`src/rtl/rtc_pkg.sv`:
```
package rtc_pkg;

  typedef struct packed {
    logic       mod;
    logic       eof;
    logic       sof;
    logic       valid;
    logic [7:0] data;
  } beat_t;

  localparam logic [31:0] CRC_POLY_R = 32'hEDB88320;

  // half-cycle difference to scaled nanoseconds (5 ns per count, 2^16 scale)
  function automatic logic [63:0] resid_scaled(input logic [63:0] half_cycles);
    return (half_cycles * 64'd5) << 16;
  endfunction

  // one byte of reflected CRC-32
  function automatic logic [31:0] crc32_byte(input logic [31:0] c, input logic [7:0] b);
    logic [31:0] r;
    r = c ^ {24'h0, b};
    for (int i = 0; i < 8; i++)
      r = r[0] ? ((r >> 1) ^ CRC_POLY_R) : (r >> 1);
    return r;
  endfunction

  // incremental one's-complement checksum update over four words
  function automatic logic [15:0] csum_patch(input logic [15:0] hc,
                                             input logic [63:0] m_old,
                                             input logic [63:0] m_new);
    logic [19:0] acc;
    logic [15:0] r;
    acc = {4'h0, ~hc};
    for (int i = 0; i < 4; i++)
      acc = acc + {4'h0, ~m_old[16*i +: 16]} + {4'h0, m_new[16*i +: 16]};
    acc = {4'h0, acc[15:0]} + {16'h0, acc[19:16]};
    acc = {4'h0, acc[15:0]} + {16'h0, acc[19:16]};
    r = ~acc[15:0];
    if (hc == 16'h0)      r = 16'h0;
    else if (r == 16'h0)  r = 16'hFFFF;
    return r;
  endfunction

endpackage

```
`src/rtl/rtc_in_track.sv`:
```
module rtc_in_track
  import rtc_pkg::*;
#(
  parameter int TS_W  = 32,
  parameter int POS_W = 11
) (
  input  logic             clk,
  input  logic             rst_n,
  input  logic             in_valid,
  input  logic             in_sof,
  input  logic [7:0]       in_data,
  input  logic [TS_W-1:0]  in_rx_ts,
  input  logic [POS_W-1:0] cfg_corr_off,
  input  logic [POS_W-1:0] cfg_csum_off,
  output logic [TS_W-1:0]  rx_hold,
  output logic [63:0]      corr_old,
  output logic [15:0]      hc_old
);
  logic [POS_W-1:0] in_cnt, in_pos, rel_c;
  logic             hit_corr;

  assign in_pos   = in_sof ? '0 : in_cnt;
  assign rel_c    = in_pos - cfg_corr_off;
  assign hit_corr = (in_pos >= cfg_corr_off) && (rel_c < POS_W'(8));

  always_ff @(posedge clk or negedge rst_n) begin
    if (!rst_n) begin
      in_cnt   <= '0;
      rx_hold  <= '0;
      corr_old <= '0;
      hc_old   <= '0;
    end else if (in_valid) begin
      in_cnt <= in_pos + POS_W'(1);
      if (in_sof) rx_hold <= in_rx_ts;
      if (hit_corr) corr_old[{~rel_c[2:0], 3'b000} +: 8] <= in_data;
      if (in_pos == cfg_csum_off) hc_old[15:8] <= in_data;
      if (in_pos == cfg_csum_off + POS_W'(1)) hc_old[7:0] <= in_data;
    end
  end
endmodule

```
`src/rtl/rtc_delay.sv`:
```
module rtc_delay
  import rtc_pkg::*;
#(
  parameter int DEPTH = 64
) (
  input  logic       clk,
  input  logic       rst_n,
  input  beat_t      d,
  output beat_t      q,
  output logic [3:0] tail_eof
);
  beat_t stg [DEPTH];

  for (genvar g = 0; g < DEPTH; g++) begin : g_stage
    always_ff @(posedge clk or negedge rst_n) begin
      if (!rst_n)      stg[g] <= '0;
      else if (g == 0) stg[g] <= d;
      else             stg[g] <= stg[(g == 0) ? 0 : g-1];
    end
  end

  for (genvar n = 0; n < 4; n++) begin : g_tail
    assign tail_eof[n] = stg[DEPTH-1-n].valid & stg[DEPTH-1-n].eof;
  end

  assign q = stg[DEPTH-1];
endmodule

```
`src/rtl/rtc_out_edit.sv`:
```
module rtc_out_edit
  import rtc_pkg::*;
#(
  parameter int TS_W  = 32,
  parameter int POS_W = 11
) (
  input  logic             clk,
  input  logic             rst_n,
  input  beat_t            cur,
  input  logic [3:0]       tail_eof,
  input  logic [TS_W-1:0]  tx_ts,
  input  logic [TS_W-1:0]  rx_hold,
  input  logic [63:0]      corr_old,
  input  logic [15:0]      hc_old,
  input  logic [POS_W-1:0] cfg_corr_off,
  input  logic [POS_W-1:0] cfg_csum_off,
  output logic             out_valid,
  output logic             out_sof,
  output logic             out_eof,
  output logic [7:0]       out_data,
  output logic             sel_corr,
  output logic             sel_csum,
  output logic             sel_fcs,
  output logic             patch_ready,
  output logic             hc_zero
);
  logic [POS_W-1:0] pos_cnt, cur_pos, rel_c;
  logic [63:0]      corr_new, corr_base;
  logic [15:0]      hc_base, csum_new;
  logic [31:0]      crc;
  logic [TS_W-1:0]  dts;
  logic [1:0]       fcs_idx;
  logic             fcs_hit;
  logic [7:0]       edit_byte;

  assign cur_pos  = cur.sof ? '0 : pos_cnt;
  assign rel_c    = cur_pos - cfg_corr_off;
  assign dts      = tx_ts - rx_hold;                              // modular
  assign csum_new = csum_patch(hc_base, corr_base, corr_new);
  assign hc_zero  = (hc_base == 16'h0);

  always_comb begin
    fcs_hit = 1'b0;
    fcs_idx = 2'd0;
    for (int n = 0; n < 4; n++)
      if (tail_eof[n]) begin
        fcs_hit = 1'b1;
        fcs_idx = 2'(3 - n);
      end
  end

  assign sel_fcs  = cur.valid & cur.mod & fcs_hit;
  assign sel_corr = cur.valid & cur.mod & (cur_pos >= cfg_corr_off) & (rel_c < POS_W'(8));
  assign sel_csum = cur.valid & cur.mod &
                    ((cur_pos == cfg_csum_off) | (cur_pos == cfg_csum_off + POS_W'(1)));

  always_comb begin
    if (sel_fcs)       edit_byte = ~crc[{fcs_idx, 3'b000} +: 8];
    else if (sel_corr) edit_byte = corr_new[{~rel_c[2:0], 3'b000} +: 8];
    else if (sel_csum) edit_byte = (cur_pos == cfg_csum_off) ? csum_new[15:8]
                                                             : csum_new[7:0];
    else               edit_byte = cur.data;
  end

  always_ff @(posedge clk or negedge rst_n) begin
    if (!rst_n) begin
      pos_cnt     <= '0;
      corr_new    <= '0;
      corr_base   <= '0;
      hc_base     <= '0;
      patch_ready <= 1'b0;
      crc         <= '1;
      out_valid   <= 1'b0;
      out_sof     <= 1'b0;
      out_eof     <= 1'b0;
      out_data    <= '0;
    end else begin
      out_valid <= cur.valid;
      out_sof   <= cur.valid & cur.sof;
      out_eof   <= cur.valid & cur.eof;
      out_data  <= edit_byte;
      if (cur.valid) begin
        pos_cnt <= cur_pos + POS_W'(1);
        if (cur.sof) begin                                       // snapshot
          corr_new    <= corr_old + resid_scaled(64'(dts));
          corr_base   <= corr_old;
          hc_base     <= hc_old;
          patch_ready <= 1'b1;
        end else if (cur.eof) begin
          patch_ready <= 1'b0;
        end
        if (!fcs_hit) crc <= crc32_byte(cur.sof ? 32'hFFFF_FFFF : crc, edit_byte);
      end
    end
  end
endmodule

```
`src/rtl/rtc_updater.sv`:
```
module rtc_updater
  import rtc_pkg::*;
#(
  parameter int TS_W    = 32,
  parameter int MAX_LEN = 2048,
  parameter int DEPTH   = 64,
  localparam int POS_W  = $clog2(MAX_LEN)
) (
  input  logic             clk,
  input  logic             rst_n,
  input  logic             in_valid,
  input  logic             in_sof,
  input  logic             in_eof,
  input  logic [7:0]       in_data,
  input  logic             in_mod,
  input  logic [TS_W-1:0]  in_rx_ts,
  input  logic [TS_W-1:0]  tx_ts,
  input  logic [POS_W-1:0] cfg_corr_off,
  input  logic [POS_W-1:0] cfg_csum_off,
  output logic             out_valid,
  output logic             out_sof,
  output logic             out_eof,
  output logic [7:0]       out_data
);
  logic [TS_W-1:0] rx_hold;
  logic [63:0]     corr_old;
  logic [15:0]     hc_old;
  logic            mod_hold, mod_cur;
  beat_t           beat_in, cur;
  logic [3:0]      tail_eof;
  logic            sel_corr, sel_csum, sel_fcs, patch_ready, hc_zero;
  logic            cur_valid, cur_sof, cur_mod;
  logic [7:0]      cur_data;

  assign mod_cur = in_sof ? in_mod : mod_hold;
  always_ff @(posedge clk or negedge rst_n) begin
    if (!rst_n)                  mod_hold <= 1'b0;
    else if (in_valid && in_sof) mod_hold <= in_mod;
  end

  assign beat_in = in_valid ? '{mod: mod_cur, eof: in_eof, sof: in_sof, valid: 1'b1, data: in_data}
                            : '0;

  rtc_in_track #(.TS_W(TS_W), .POS_W(POS_W)) u_in (
    .clk, .rst_n, .in_valid, .in_sof, .in_data, .in_rx_ts,
    .cfg_corr_off, .cfg_csum_off, .rx_hold, .corr_old, .hc_old
  );

  rtc_delay #(.DEPTH(DEPTH)) u_dly (
    .clk, .rst_n, .d(beat_in), .q(cur), .tail_eof
  );

  rtc_out_edit #(.TS_W(TS_W), .POS_W(POS_W)) u_edit (
    .clk, .rst_n, .cur, .tail_eof, .tx_ts, .rx_hold, .corr_old, .hc_old,
    .cfg_corr_off, .cfg_csum_off, .out_valid, .out_sof, .out_eof, .out_data,
    .sel_corr, .sel_csum, .sel_fcs, .patch_ready, .hc_zero
  );

  assign cur_valid = cur.valid;
  assign cur_sof   = cur.sof;
  assign cur_mod   = cur.mod;
  assign cur_data  = cur.data;
endmodule

```
`config.mk`:
```
export PLATFORM = sky130hd
export DESIGN_NAME = rtc_updater
export DESIGN_NICKNAME = d
export VERILOG_FILES = /design/src/rtl/rtc_pkg.sv /design/src/rtl/rtc_in_track.sv /design/src/rtl/rtc_delay.sv /design/src/rtl/rtc_out_edit.sv /design/src/rtl/rtc_updater.sv
export SDC_FILE = /design/constraint.sdc
export NUM_CORES = 2
export LEC_CHECK = 0
export CORE_MARGIN = 4
export CORE_UTILIZATION = 55
export DETAILED_ROUTE_END_ITERATION = 6
export DONT_BUFFER_PORTS = 1
export MAX_ROUTING_LAYER = met4
export PLACE_DENSITY = 0.74
export SLEW_MARGIN = 20
export SYNTH_ARGS = -nofsm -noshare
export SYNTH_HDL_FRONTEND = slang
export SYNTH_SLANG_ARGS = --single-unit
export TNS_END_PERCENT = 5
```
`constraint.sdc`:
```
create_clock -name clk -period 19.48 [get_ports clk]
set_input_delay 0.974 -clock clk [delete_from_list [all_inputs] [get_ports clk]]
set_output_delay 0.974 -clock clk [all_outputs]
set_load 0.01 [all_outputs]
```
==> impl_metrics.env <==
export IMPL_slew_violations=0
export IMPL_synth_warnings=0
export IMPL_reg2reg_setup_slack_ns=5.93
export IMPL_min_period_ns=13.55
export IMPL_wl_um=96000
export IMPL_powerDensity_nw_per_um2=116
export IMPL_r2r_cells=49
export IMPL_synthArstFlopShare=1.00
export IMPL_netlist_top_cells_area="dfrtp_1, ha_1, fa_1, nand2_1, o21ai_0"
export IMPL_synth_area_um2=44900
export IMPL_yosysSeqAreaShare=0.599
export IMPL_cp_required_ns=20.07
export IMPL_p_int_mw=4.08
export IMPL_grt_usage=0.232
export IMPL_syn_to_final_growth_pct=10.9
export IMPL_drtIter0Drc=1977
export IMPL_finClkSkew_ns=0.0586
export IMPL_tns_ns=0
export IMPL_drive_gt1_frac=0.105
export IMPL_drv_cap=0
export IMPL_antenna_found_initial=3
export IMPL_fin_crit_sh=0.696
export IMPL_violations="DRC"
export IMPL_root_buffer="clkbuf_16"
export IMPL_initial_core_util=0.557
export IMPL_drtAntennaViolNets=0
export IMPL_grt_start_max_net_pins=1075
export IMPL_cts_htree_levels=3
export IMPL_finish_utilization=0.617
export IMPL_whs_path_depth=0
export IMPL_hold_start="u_dly.stg[269]$_DFF_PN0_"
export IMPL_endpoint_kind="register"
export IMPL_post_cts_buffers=0
export IMPL_swShare=0.293
export IMPL_startpoint="u_edit.corr_base[0]$_DFFE_PN0P_"
export IMPL_start_kind="register"
export IMPL_design_power_total_mw=5.77
export IMPL_globalplace_congestion=0.951
export IMPL_seqPwrFrac=0.405
export IMPL_synthCells=3594
export IMPL_ios=111
export IMPL_ys_types=102
export IMPL_die_area_um2=86300
export IMPL_num_nets_final=4016
export IMPL_clkPwrFrac=0.365
export IMPL_grt_pass1_wl_um=151000
export IMPL_synth_nets=3992
export IMPL_routedWlPerCell_um=20.1
export IMPL_drcViolationCount=2
export IMPL_max_stage_delay_ns=0.56
export IMPL_p_switching_mw=1.69
export IMPL_clockBufferDepth=3
export IMPL_ys_flop_type="dfrtp_1"
export IMPL_num_vias=26337
export IMPL_ir_drop_uv=103
export IMPL_overflow=0
export IMPL_cp_max_fo=8
export IMPL_fmax_mhz=73.8
export IMPL_yosysTopAreaCell="dfrtp_1"
export IMPL_cts_tree="done"
export IMPL_io_buffers=0
export IMPL_synth_seq_cells=1074
export IMPL_numCtsBuffers=103
export IMPL_hp_class="reg2reg"
export IMPL_rows=104
export IMPL_power_frac_comb=0.230
export IMPL_slew_limit_headroom=0.325
export IMPL_cts_sinks=1074
export IMPL_grt_pass1_vias=26929
export IMPL_coreArea_um2=80700
export IMPL_critical_path_class="reg2reg"
export IMPL_yosysTopAreaCellShare=0.581
export IMPL_whs_endpoint="u_dly.stg[257]$_DFF_PN0_"
export IMPL_die_w_um=294
export IMPL_die_h_um=294
export IMPL_r2r_end="u_edit.crc[26]$_DFFE_PN1P_"
export IMPL_timing_critical_path_mode_cell="fa_1"
export IMPL_clkTransAtPathRegs_ns=0.06
export IMPL_r2r_start="u_edit.corr_base[0]$_DFFE_PN0P_"
export IMPL_dp_hpwl_um=64300
export IMPL_synth_edf_count=0
export IMPL_crit_slowest_cell="fa_1"
export IMPL_cp_arrival_ns=14.15
export IMPL_final_hold_viol_count=0
export IMPL_tightestPinTransition_ns=1.01
export IMPL_drtPass1Iterations=7
export IMPL_setup_violations=0
export IMPL_synth_avg_cell_area_um2=12.5
export IMPL_status="complete, but fails checks"
export IMPL_insertion_delay_ns=0.69
export IMPL_p_leak_nw=24.3
export IMPL_vias_per_cell=5.53
export IMPL_rsz0062_at_grt="false"
[metrics by stage]
stage          hold WS (ns)  setup WS [ns]  cells  cell area (um^2)
6_report              0.318           5.93   4766             49800
5_1_grt               0.279           4.84   4764             49800
4_1_cts              0.0270           6.00   4756             49600
3_5_place_dp          0.335           6.23   4566             46000
3_3_place_gp          0.332           6.41   4566             46000
2_1_floorplan         0.331           7.41   3594             44900
[area by class of cell]
type,instances,area (um^2)
well taps,1060,1330
clock buffers,148,2990
repair buffers,22,288
inverters,310,1170
flip-flops and latches,1074,26900
diodes,3,7.51
multi-input cells,2107,16400
clock inverters,42,674
fillers,6097,30900
[flip-flops by register name, summed over array words and instances, names as in the netlist, 8 cells and up]
register          cells
u_dly.stg           756
u_edit.corr_base     64
u_in.corr_old        64
u_edit.corr_new      48
u_edit.crc           32
u_in.rx_hold         32
u_edit.hc_base       16
u_in.hc_old          16
u_dly.q              12
u_edit.pos_cnt       11
u_in.in_cnt          11
u_edit.out_data       8
[per-layer routing]
layer,GRT usage,vias up,part of all wire
li1,-,12131,-
met1,0.313,13295,0.43
met2,0.375,739,0.49
met3,0.0367,172,0.055
met4,0.0592,0,0.030
met5,-,-,0
[worst max path at each step]
| stage | endpoint | slack, ns | cells past startpoint |
|---|---|---|---|
| floorplan | u_edit.crc[26]$_DFFE_PN1P_ | 7.41 | 50 |
| global placement | u_edit.crc[26]$_DFFE_PN1P_ | 6.41 | 49 |
| detailed placement | u_edit.crc[26]$_DFFE_PN1P_ | 6.23 | 49 |
| CTS | u_edit.crc[26]$_DFFE_PN1P_ | 6.00 | 49 |
| global route | u_edit.crc[26]$_DFFE_PN1P_ | 4.84 | 49 |
| finish | u_edit.crc[26]$_DFFE_PN1P_ | 5.93 | 49 |
[cell usage in the layout, fill, tap and decap left out, drive strengths merged, types with 40 or more instances in the layout]
master  Yosys  final
xor2       71     71
nor2      165    165
inv       308    311
a21o       47     47
nand2     340    340
mux2       77     77
xnor2     146    146
nor3       40     40
o21ai     261    261
dfrtp    1042   1042
clkbuf     94    148
ha        196    196
nor2b      41     41
a21oi     123    123
nand3      62     62
fa        102    102
[cells in the mapped netlist, drive strengths merged, types with 10 or more instances]
cell	number
dfrtp	1042
a21boi	15
ha	196
xnor2	146
xnor3	18
a31oi	29
nand2	340
or2	13
xor2	71
o21bai	18
mux4	24
and2	23
nor2b	41
nand3b	12
nor3	40
clkbuf	94
and3	26
nor3b	12
nand3	62
a211oi	17
o21a	10
nor2	165
a21oi	123
o211ai	18
mux2	77
inv	308
or3	16
o31ai	18
dfstp	32
nand2b	21
o21ai	261
nand4	21
a21o	47
fa	102
[cell families after synthesis]
group	Yosys count	synth area share
flops	1074	0.599
simple gates	828	0.0872
compound gates	639	0.0906
buf+inv	413	0.0348
fa+ha+maj	298	0.100
xor+xnor	235	0.0553
mux	107	0.0327
[worst max-delay path, delay by kind of cell, from the launching register on]
family | cells | cell delay, ns
XOR/XNOR | 4 | 1.18
adder cells (fa/ha/maj) | 10 | 3.90
AND/OR/NAND/NOR | 12 | 2.78
multiplexers | 1 | 0.26
flip-flops | 1 | 0.38
buffers and inverters | 5 | 0.37
AO/OA/AOI/OAI | 17 | 4.60
[power by group through the flow]
stage	Sequential (mW)	Clock [mW]	Combinational (mW)
2_1_floorplan	2.37	0	1.02
3_3_place_gp	2.38	0	1.25
3_5_place_dp	2.38	0	1.27
4_1_cts	2.34	2.15	1.28
5_1_grt	2.35	2.26	1.50
6_report	2.34	2.11	1.33
[what timing repair did]
| action | 4_1_cts | 5_1_grt |
|---|---|---|
| endpoints found under the hold margin | 0 | 17 |
| hold buffers | 0 | 1 |
| resized for setup | 0 | 0 |
No activity file was read; power rests on OpenSTA's default activity.
